## src/rtl/nand_ecc_pkg.sv

```systemverilog
// Shared constants and helpers for the sector parity generator.
// Assumes the byte width and the sector size are powers of two.
package nand_ecc_pkg;

    // Width of each half of the raw parity word
    localparam int unsigned ECC_HALF_W = 16;

    // Returns 1 when bit lvl of idx is set; picks the odd or the even half
    function automatic bit idx_bit_set(input int unsigned idx, input int unsigned lvl);
        return ((idx >> lvl) & 1) == 1;
    endfunction

endpackage

```

## src/rtl/nand_ecc_seq.sv

```systemverilog
// Sector sequencer: counts accepted bytes and marks the end of the sector.
// Assumes start has priority over byte_vld. Bytes beyond the sector are refused.
module nand_ecc_seq #(
    parameter int unsigned SECTOR_BYTES = 512,
    parameter int unsigned CNT_W        = 10
) (
    input  logic             clk,
    input  logic             rst_n,
    input  logic             start,
    input  logic             byte_vld,
    output logic             accept,
    output logic [CNT_W-1:0] addr,
    output logic             full
);
    localparam logic [CNT_W-1:0] LAST_CNT = CNT_W'(SECTOR_BYTES);

    logic [CNT_W-1:0] cnt_q;

    // Acceptance decision for the byte offered this cycle
    always_comb begin
        full   = (cnt_q == LAST_CNT);
        accept = byte_vld && !start && !full;
        addr   = cnt_q;
    end

    // Byte address counter, cleared by reset or start
    always_ff @(posedge clk) begin
        if (!rst_n || start) begin
            cnt_q <= '0;
        end else if (accept) begin
            cnt_q <= cnt_q + 1'b1;
        end
    end

endmodule

```

## src/rtl/nand_ecc_col_par.sv

```systemverilog
// Column parity accumulator: for every level of the bit index inside a
// byte, it XORs into the odd half the bits whose index has that level set,
// and into the even half the others. Assumes DATA_W is a power of two.
module nand_ecc_col_par
    import nand_ecc_pkg::*;
#(
    parameter int unsigned DATA_W   = 8,
    parameter int unsigned COL_LVLS = 3
) (
    input  logic                clk,
    input  logic                rst_n,
    input  logic                clear,
    input  logic                accept,
    input  logic [DATA_W-1:0]   byte_in,
    output logic [COL_LVLS-1:0] par_e,
    output logic [COL_LVLS-1:0] par_o
);
    logic [COL_LVLS-1:0] step_e;
    logic [COL_LVLS-1:0] step_o;

    for (genvar k = 0; k < COL_LVLS; k++) begin : g_lvl
        // Split the byte's bits by bit k of their index
        always_comb begin
            step_e[k] = 1'b0;
            step_o[k] = 1'b0;
            for (int j = 0; j < DATA_W; j++) begin
                if (idx_bit_set(j, k)) begin
                    step_o[k] = step_o[k] ^ byte_in[j];
                end else begin
                    step_e[k] = step_e[k] ^ byte_in[j];
                end
            end
        end
    end

    // Accumulate the column parities over the accepted bytes
    always_ff @(posedge clk) begin
        if (!rst_n || clear) begin
            par_e <= '0;
            par_o <= '0;
        end else if (accept) begin
            par_e <= par_e ^ step_e;
            par_o <= par_o ^ step_o;
        end
    end

endmodule

```

## src/rtl/nand_ecc_row_par.sv

```systemverilog
// Row parity accumulator: folds each byte's full parity into the odd or the
// even half of every level, chosen by the matching bit of the byte address.
// Assumes addr is the index of the byte accepted this cycle.
module nand_ecc_row_par #(
    parameter int unsigned DATA_W   = 8,
    parameter int unsigned ROW_LVLS = 9,
    parameter int unsigned CNT_W    = 10
) (
    input  logic                clk,
    input  logic                rst_n,
    input  logic                clear,
    input  logic                accept,
    input  logic [DATA_W-1:0]   byte_in,
    input  logic [CNT_W-1:0]    addr,
    output logic [ROW_LVLS-1:0] par_e,
    output logic [ROW_LVLS-1:0] par_o
);
    logic                byte_par;
    logic [ROW_LVLS-1:0] step_e;
    logic [ROW_LVLS-1:0] step_o;

    // Parity of the whole byte
    always_comb byte_par = ^byte_in;

    for (genvar k = 0; k < ROW_LVLS; k++) begin : g_lvl
        // Steer the byte parity by address bit k
        always_comb begin
            step_o[k] = addr[k] & byte_par;
            step_e[k] = ~addr[k] & byte_par;
        end
    end

    // Accumulate the row parities over the accepted bytes
    always_ff @(posedge clk) begin
        if (!rst_n || clear) begin
            par_e <= '0;
            par_o <= '0;
        end else if (accept) begin
            par_e <= par_e ^ step_e;
            par_o <= par_o ^ step_o;
        end
    end

endmodule

```

## src/rtl/nand_ecc_pack.sv

```systemverilog
// Code packer: orders the parity halves as row levels first, then column
// levels, each as an (even, odd) pair from the LSB up, and inverts them.
// Inputs are indexed with the column levels low and the row levels above.
module nand_ecc_pack #(
    parameter int unsigned COL_LVLS = 3,
    parameter int unsigned ROW_LVLS = 9,
    parameter int unsigned LVLS     = COL_LVLS + ROW_LVLS,
    parameter int unsigned CODE_W   = 2 * LVLS
) (
    input  logic [LVLS-1:0]   par_e,
    input  logic [LVLS-1:0]   par_o,
    output logic [CODE_W-1:0] code
);
    for (genvar m = 0; m < LVLS; m++) begin : g_slot
        localparam int unsigned SRC = (m < ROW_LVLS) ? (COL_LVLS + m) : (m - ROW_LVLS);
        // Place one inverted pair in slot m
        always_comb begin
            code[2*m]   = ~par_e[SRC];
            code[2*m+1] = ~par_o[SRC];
        end
    end

endmodule

```

## src/rtl/nand_ecc_gen.sv

```systemverilog
// Sector Hamming parity generator, top level. It streams one sector's bytes
// into the column and row accumulators and shows the result both as a raw
// split word and as a packed inverted code.
// Assumes inputs change away from the rising clock edge.
module nand_ecc_gen
    import nand_ecc_pkg::*;
#(
    parameter  int unsigned DATA_W       = 8,
    parameter  int unsigned SECTOR_BYTES = 512,
    localparam int unsigned COL_LVLS     = $clog2(DATA_W),
    localparam int unsigned ROW_LVLS     = $clog2(SECTOR_BYTES),
    localparam int unsigned LVLS         = COL_LVLS + ROW_LVLS,
    localparam int unsigned RAW_W        = ECC_HALF_W + LVLS,
    localparam int unsigned CODE_W       = 2 * LVLS
) (
    input  logic              clk,
    input  logic              rst_n,
    input  logic              start,
    input  logic              byte_vld,
    input  logic [DATA_W-1:0] byte_in,
    output logic [RAW_W-1:0]  raw_par,
    output logic [CODE_W-1:0] ecc_code,
    output logic              done
);
    localparam int unsigned CNT_W = ROW_LVLS + 1;

    logic                accept;
    logic [CNT_W-1:0]    addr;
    logic [COL_LVLS-1:0] col_e, col_o;
    logic [ROW_LVLS-1:0] row_e, row_o;
    logic [LVLS-1:0]     all_e, all_o;

    nand_ecc_seq #(
        .SECTOR_BYTES (SECTOR_BYTES),
        .CNT_W        (CNT_W)
    ) seq_i (
        .clk      (clk),
        .rst_n    (rst_n),
        .start    (start),
        .byte_vld (byte_vld),
        .accept   (accept),
        .addr     (addr),
        .full     (done)
    );

    nand_ecc_col_par #(
        .DATA_W   (DATA_W),
        .COL_LVLS (COL_LVLS)
    ) col_i (
        .clk     (clk),
        .rst_n   (rst_n),
        .clear   (start),
        .accept  (accept),
        .byte_in (byte_in),
        .par_e   (col_e),
        .par_o   (col_o)
    );

    nand_ecc_row_par #(
        .DATA_W   (DATA_W),
        .ROW_LVLS (ROW_LVLS),
        .CNT_W    (CNT_W)
    ) row_i (
        .clk     (clk),
        .rst_n   (rst_n),
        .clear   (start),
        .accept  (accept),
        .byte_in (byte_in),
        .addr    (addr),
        .par_e   (row_e),
        .par_o   (row_o)
    );

    // Join the column and row halves, column levels in the low bits
    always_comb begin
        all_e = {row_e, col_e};
        all_o = {row_o, col_o};
    end

    // Raw word: even halves low, odd halves from the upper half-word
    always_comb begin
        raw_par                    = '0;
        raw_par[LVLS-1:0]          = all_e;
        raw_par[ECC_HALF_W +: LVLS] = all_o;
    end

    nand_ecc_pack #(
        .COL_LVLS (COL_LVLS),
        .ROW_LVLS (ROW_LVLS),
        .LVLS     (LVLS),
        .CODE_W   (CODE_W)
    ) pack_i (
        .par_e (all_e),
        .par_o (all_o),
        .code  (ecc_code)
    );

endmodule

```

## config.mk

```make
export PLATFORM = sky130hd
export DESIGN_NAME = nand_ecc_gen
export DESIGN_NICKNAME = d
export VERILOG_FILES = /design/src/rtl/nand_ecc_pkg.sv /design/src/rtl/nand_ecc_seq.sv /design/src/rtl/nand_ecc_col_par.sv /design/src/rtl/nand_ecc_row_par.sv /design/src/rtl/nand_ecc_pack.sv /design/src/rtl/nand_ecc_gen.sv
export SDC_FILE = /design/constraint.sdc
export NUM_CORES = 1
export LEC_CHECK = 0
export BUFFER_PORTS_ARGS = -buffer_cell sky130_fd_sc_hd__buf_2
export CAP_MARGIN = 40
export CORE_UTILIZATION = 53
export DETAILED_ROUTE_END_ITERATION = 8
export PLACE_DENSITY_LB_ADDON = 0.05
export SYNTH_ARGS = -nofsm -noshare
export SYNTH_HDL_FRONTEND = slang
export SYNTH_SLANG_ARGS = --single-unit
```

## constraint.sdc

```tcl
create_clock -name clk -period 5.4 [get_ports clk]
set_clock_uncertainty 0.2 [all_clocks]
set_input_delay 0.54 -clock clk [delete_from_list [all_inputs] [get_ports clk]]
set_output_delay 0.54 -clock clk [all_outputs]
set_load 0.02 [all_outputs]
```

After elaboration in Yosys (flattened, before gate mapping)
Cells that the tools add are included.

Flip-flop bits (word level): 34.

Add/sub/neg operators: 1. Equal/unequal tests: 1. Bitwise logic cells: 72. Reductions and logical operators: 7.

Operators by type and width (count): $not A1 Y1 (33); $and A1 B1 Y1 (18); $xor A9 B9 Y9 (2); $xor A1 B1 Y1 (17); $add A10 B1 Y10 const B (1); $eq A10 B10 Y1 const B (1); $reduce_xor A8 Y1 (1); $xor A3 B3 Y3 (2); $logic_not A1 Y1 (3); $logic_and A1 B1 Y1 (2); $logic_or A1 B1 Y1 (1).

Longest topological paths before layout
Word-level depth: 4. Mapped depth: 8. Mapped depth without buffers: 7.

Cells and area by module
Synthesis repeated with hierarchy kept, for this count alone.

Cell total of the unflattened synthesis: 239. Area total of the unflattened synthesis: 1970.6 sq um.

By module, submodules not included: nand_ecc_row_par (instances 1, cells an instance 98, area each 885.8 sq um); nand_ecc_seq (instances 1, cells an instance 64, area each 548.0 sq um); nand_ecc_col_par (instances 1, cells an instance 48, area each 412.9 sq um); nand_ecc_pack (instances 1, cells an instance 24, area each 90.1 sq um); nand_ecc_gen (instances 1, cells an instance 5, area each 33.8 sq um).

Least setup slack after synthesis
Ideal clock, no wire load.

Path type: register to output. Start: register seq_i.cnt_q[0], in the netlist seq_i.addr[0]. End: output port done. Arrival time: 1.522 ns. Required time: 4.660 ns. Slack: 3.138 ns. Cell stages (with the launch flop): 5. Path buffers: 0. Path through: dfxtp_1 > inv_1 > ha_1 > or4b_4 > nor3_1.

Word-level cells in the longest chain between the ends: 1.

Ends and longest elaborated chain: start, declared (RTL line nand_ecc_seq.sv:17) `logic [CNT_W-1:0] cnt_q;`; start signal, assigned (RTL line nand_ecc_seq.sv:31) `cnt_q <= cnt_q + 1'b1;`; $eq A10 B10 Y1 (RTL line nand_ecc_seq.sv:21) `full = (cnt_q == LAST_CNT);`; end, declared (RTL line nand_ecc_gen.sv:23) `output logic done`.

No other way between the ends.

Worst setup path after layout
Start: register seq_i.cnt_q[0], in the netlist seq_i.addr[0]. End: register row_i.par_e[1].

Word-level cells in the longest chain between the ends: 3.

Ends and longest elaborated chain: $eq A10 B10 Y1 (RTL line nand_ecc_seq.sv:21); $logic_not A1 Y1 (RTL line nand_ecc_seq.sv:22) `accept = byte_vld && !start && !full;`; $logic_and A1 B1 Y1 (RTL line nand_ecc_seq.sv:22); end signal, assigned (RTL line nand_ecc_row_par.sv:39) `par_e <= par_e ^ step_e;`; end, declared (RTL line nand_ecc_row_par.sv:15) `output logic [ROW_LVLS-1:0] par_e,`.

No other way between the ends. A chain may end at the register's enable or synchronous reset.

==> impl_metrics.tcl <==
set metrics [dict create \
    status "completed" \
    drt_pre_antenna_iters 4 \
    hp-class "reg2reg" \
    clock_latency_ns 0.35 \
    post-place-cells 312 \
    synth_area_leader_cell "dfxtp_1" \
    place_ws_ns 2.848 \
    synth.area.top_cells "dfxtp_1, xnor2_1, inv_1" \
    drt-initial-drc-count 59 \
    reg2regPathDepth 7 \
    antenna_found_initial 0 \
    drive_gt1_share_pct 27.17 \
    required_ns 5.50 \
    place.gp.congestion 0.7470 \
    area_growth_pct 22.72 \
    cts_sinks 34 \
    cts_setup_buffers 0 \
    fin_area_mm2 0.002190 \
    clock_power_share_pct 39.0 \
    grt_pass1_vias 1384 \
    start_util_pct 57.04 \
    cts_buffer_depth 2 \
    rsz0062_at_grt "no" \
    p_seq_share_pct 42.6 \
    max_freq_ghz 0.3859 \
    ys_types 31 \
    row_count 20 \
    combPwrFrac_pct 18.4 \
    coreArea_mm2 0.003128 \
    diodes 0 \
    drv_slew 0 \
    grtUsageTotal_pct 22.48 \
    cts_tree "done" \
    setup.worst_path.end_class "register" \
    async_flop_share_pct 0 \
    dpl.hpwl_um 2718 \
    wl_per_cell_um 11.58 \
    internal-power_uw 438.2 \
    path_clk_slew_ns 0.12 \
    rrSetupSlack_ns 2.81 \
    cts_resized 0 \
    n_fill_cell 271 \
    vias_per_cell 5.100 \
    tightest_slew_ns 0.8106 \
    synth_edf_count 0 \
    p_leak_uw 0.0008561 \
    power.density_mw_per_mm2 279.7 \
    die_w_um 60.02 \
    grt_max_degree 33 \
    htreeDepth 2 \
    cts_hold_buf 0 \
    yosysTopAreaCellShare_pct 38.15 \
    synth_ff_type "dfxtp_1" \
    ys_warn_count 0 \
    antenna_left 0 \
    ys_seq_area_share_pct 38.15 \
    fin_hold_ws_ns 0.3029 \
    instances_no_fill 320 \
    hold_violations 0 \
    grt_overflow 0 \
    numCtsBuffers 5 \
    start_kind "register" \
    via_count 1632 \
    cp.arrival_ns 2.69 \
    synth_area_per_cell_um2 8.147 \
    hold_depth 2 \
    cap_violations 0 \
    cts_root_buffer "clkbuf_4" \
    grt_pass1_wl_um 5996 \
    die_h_um 60.02 \
    period_needed_ns 2.591 \
    cp_max_fo 22 \
    ys_ff_latch 34 \
    min_period_over_period_pct 47.99 \
    place_area_mm2 0.002083 \
    finalWirelength_um 3706 \
    synth_area_mm2 0.001784 \
    p_switching_uw 174.3 \
    path_class "reg2reg" \
    fin_nets 289 \
    synth_cells 219 \
    io_buffer_count 60 \
    tns_ns 0 \
    slew_headroom_pct 45.96 \
    switching_share_pct 28.46 \
    setup_slack_ns 2.809 \
    io_pins 65 \
    finalSetupViolCount 0 \
    dieArea_mm2 0.003602 \
    ir_drop_mv 0.2267 \
    drc 0 \
]
-- synthesized netlist by cell type, drive strengths merged, types with 4 or more instances --
| cell type | instances |
|---|---|
| o311ai | 7 |
| o21ai | 10 |
| nand3 | 4 |
| buf | 11 |
| xnor2 | 20 |
| nand2 | 23 |
| dfxtp | 34 |
| inv | 26 |
| nor2 | 19 |
| o41ai | 7 |
| a21oi | 11 |
| clkbuf | 6 |
| or3 | 10 |
| xor2 | 10 |
-- critical path, stage by stage, from the launching register on --
cell and delay [ns]:
dfxtp_1 0.41, inv_1 0.09, ha_1 0.14, or4b_4 0.49, o31ai_4 0.72, nor2_1 0.13, a211o_1 0.32, nand2_1 0.05
-- state kept, by name, indices dropped and copies added (netlist names) --
signal and cells:
col_i.par_o 3, col_i.par_e 3, row_i.par_e 9, row_i.par_o 9, seq_i.addr 10
-- cell usage in the layout, fill, tap and decap left out, types with 2 or more instances in the layout --
master and instances:
buf_2 60, dfxtp_1 34, inv_1 26, nand2_1 23, xnor2_1 20, nor2_1 19
a21oi_1 11, xor2_1 10, o21ai_0 10, or3_1 10, o311ai_0 7, o41ai_1 7
clkbuf_4 5, nand3_1 4, conb_1 4, nand4_1 3, nor2b_1 2, a211o_1 2
and4_1 2, and3_1 2, ha_1 2, bufinv_16 2, buf_4 2
-- power by group through the flow --
stage / Sequential (uW) / Combinational, uW / Clock [uW]
after floorplan: 272 / 84.8 / 0
after global placement: 266 / 109 / 0
after detailed placement: 266 / 112 / 0
after CTS: 261 / 113 / 243
after global routing: 262 / 124 / 253
final: 261 / 113 / 239
-- per-stage QoR --
| stage | power (uW) | utilization, % |
|---|---|---|
| finish | 612.5 | 70.00 |
| global route | 638.5 | 70.00 |
| floorplan | 357.2 | - |
| global placement | 375.3 | 65.88 |
| detailed placement | 378.8 | 66.60 |
| CTS | 616.1 | 70.00 |
-- cells by family after synthesis --
| logic type | count (synthesis) | share of synthesized area (%) |
|---|---|---|
| simple gates | 70 | 19.14 |
| buf+inv | 43 | 10.94 |
| compound gates | 39 | 15.43 |
| flops | 34 | 38.15 |
| xor+xnor | 30 | 14.73 |
| fa+ha+maj | 2 | 1.402 |
| other cells | 1 | 0.2102 |
-- path summary, 6_finish.rpt --
kind,startpoint,end
setup / recovery,seq_i.addr[0],row_i.par_e[1]
hold / removal,row_i.par_o[3],row_i.par_o[3]
setup reg to reg,seq_i.addr[0],row_i.par_e[1]
hold reg to reg,row_i.par_o[3],row_i.par_o[3]
-- layer usage --
metal,part of all wire [%],up-vias,global-route usage (%),wire (um)
met5,0,-,0,0
met4,0.54,0,5.980,20
met3,4.6,4,6.277,171
met2,46,42,37.94,1698
met1,49,750,28.00,1816
li1,-,836,-,-
-- final cells by class --
type	instances	area, um2	area share, %
clock buffers	5	37.54	1.714
clock inverters	3	68.82	3.143
repair buffers	63	330.3	15.09
inverters	26	97.59	4.457
flip-flops and latches	34	680.7	31.09
multi-input cells	145	919.6	42.00
well taps	44	55.05	2.514
No activity file was read; power rests on OpenSTA's default activity.
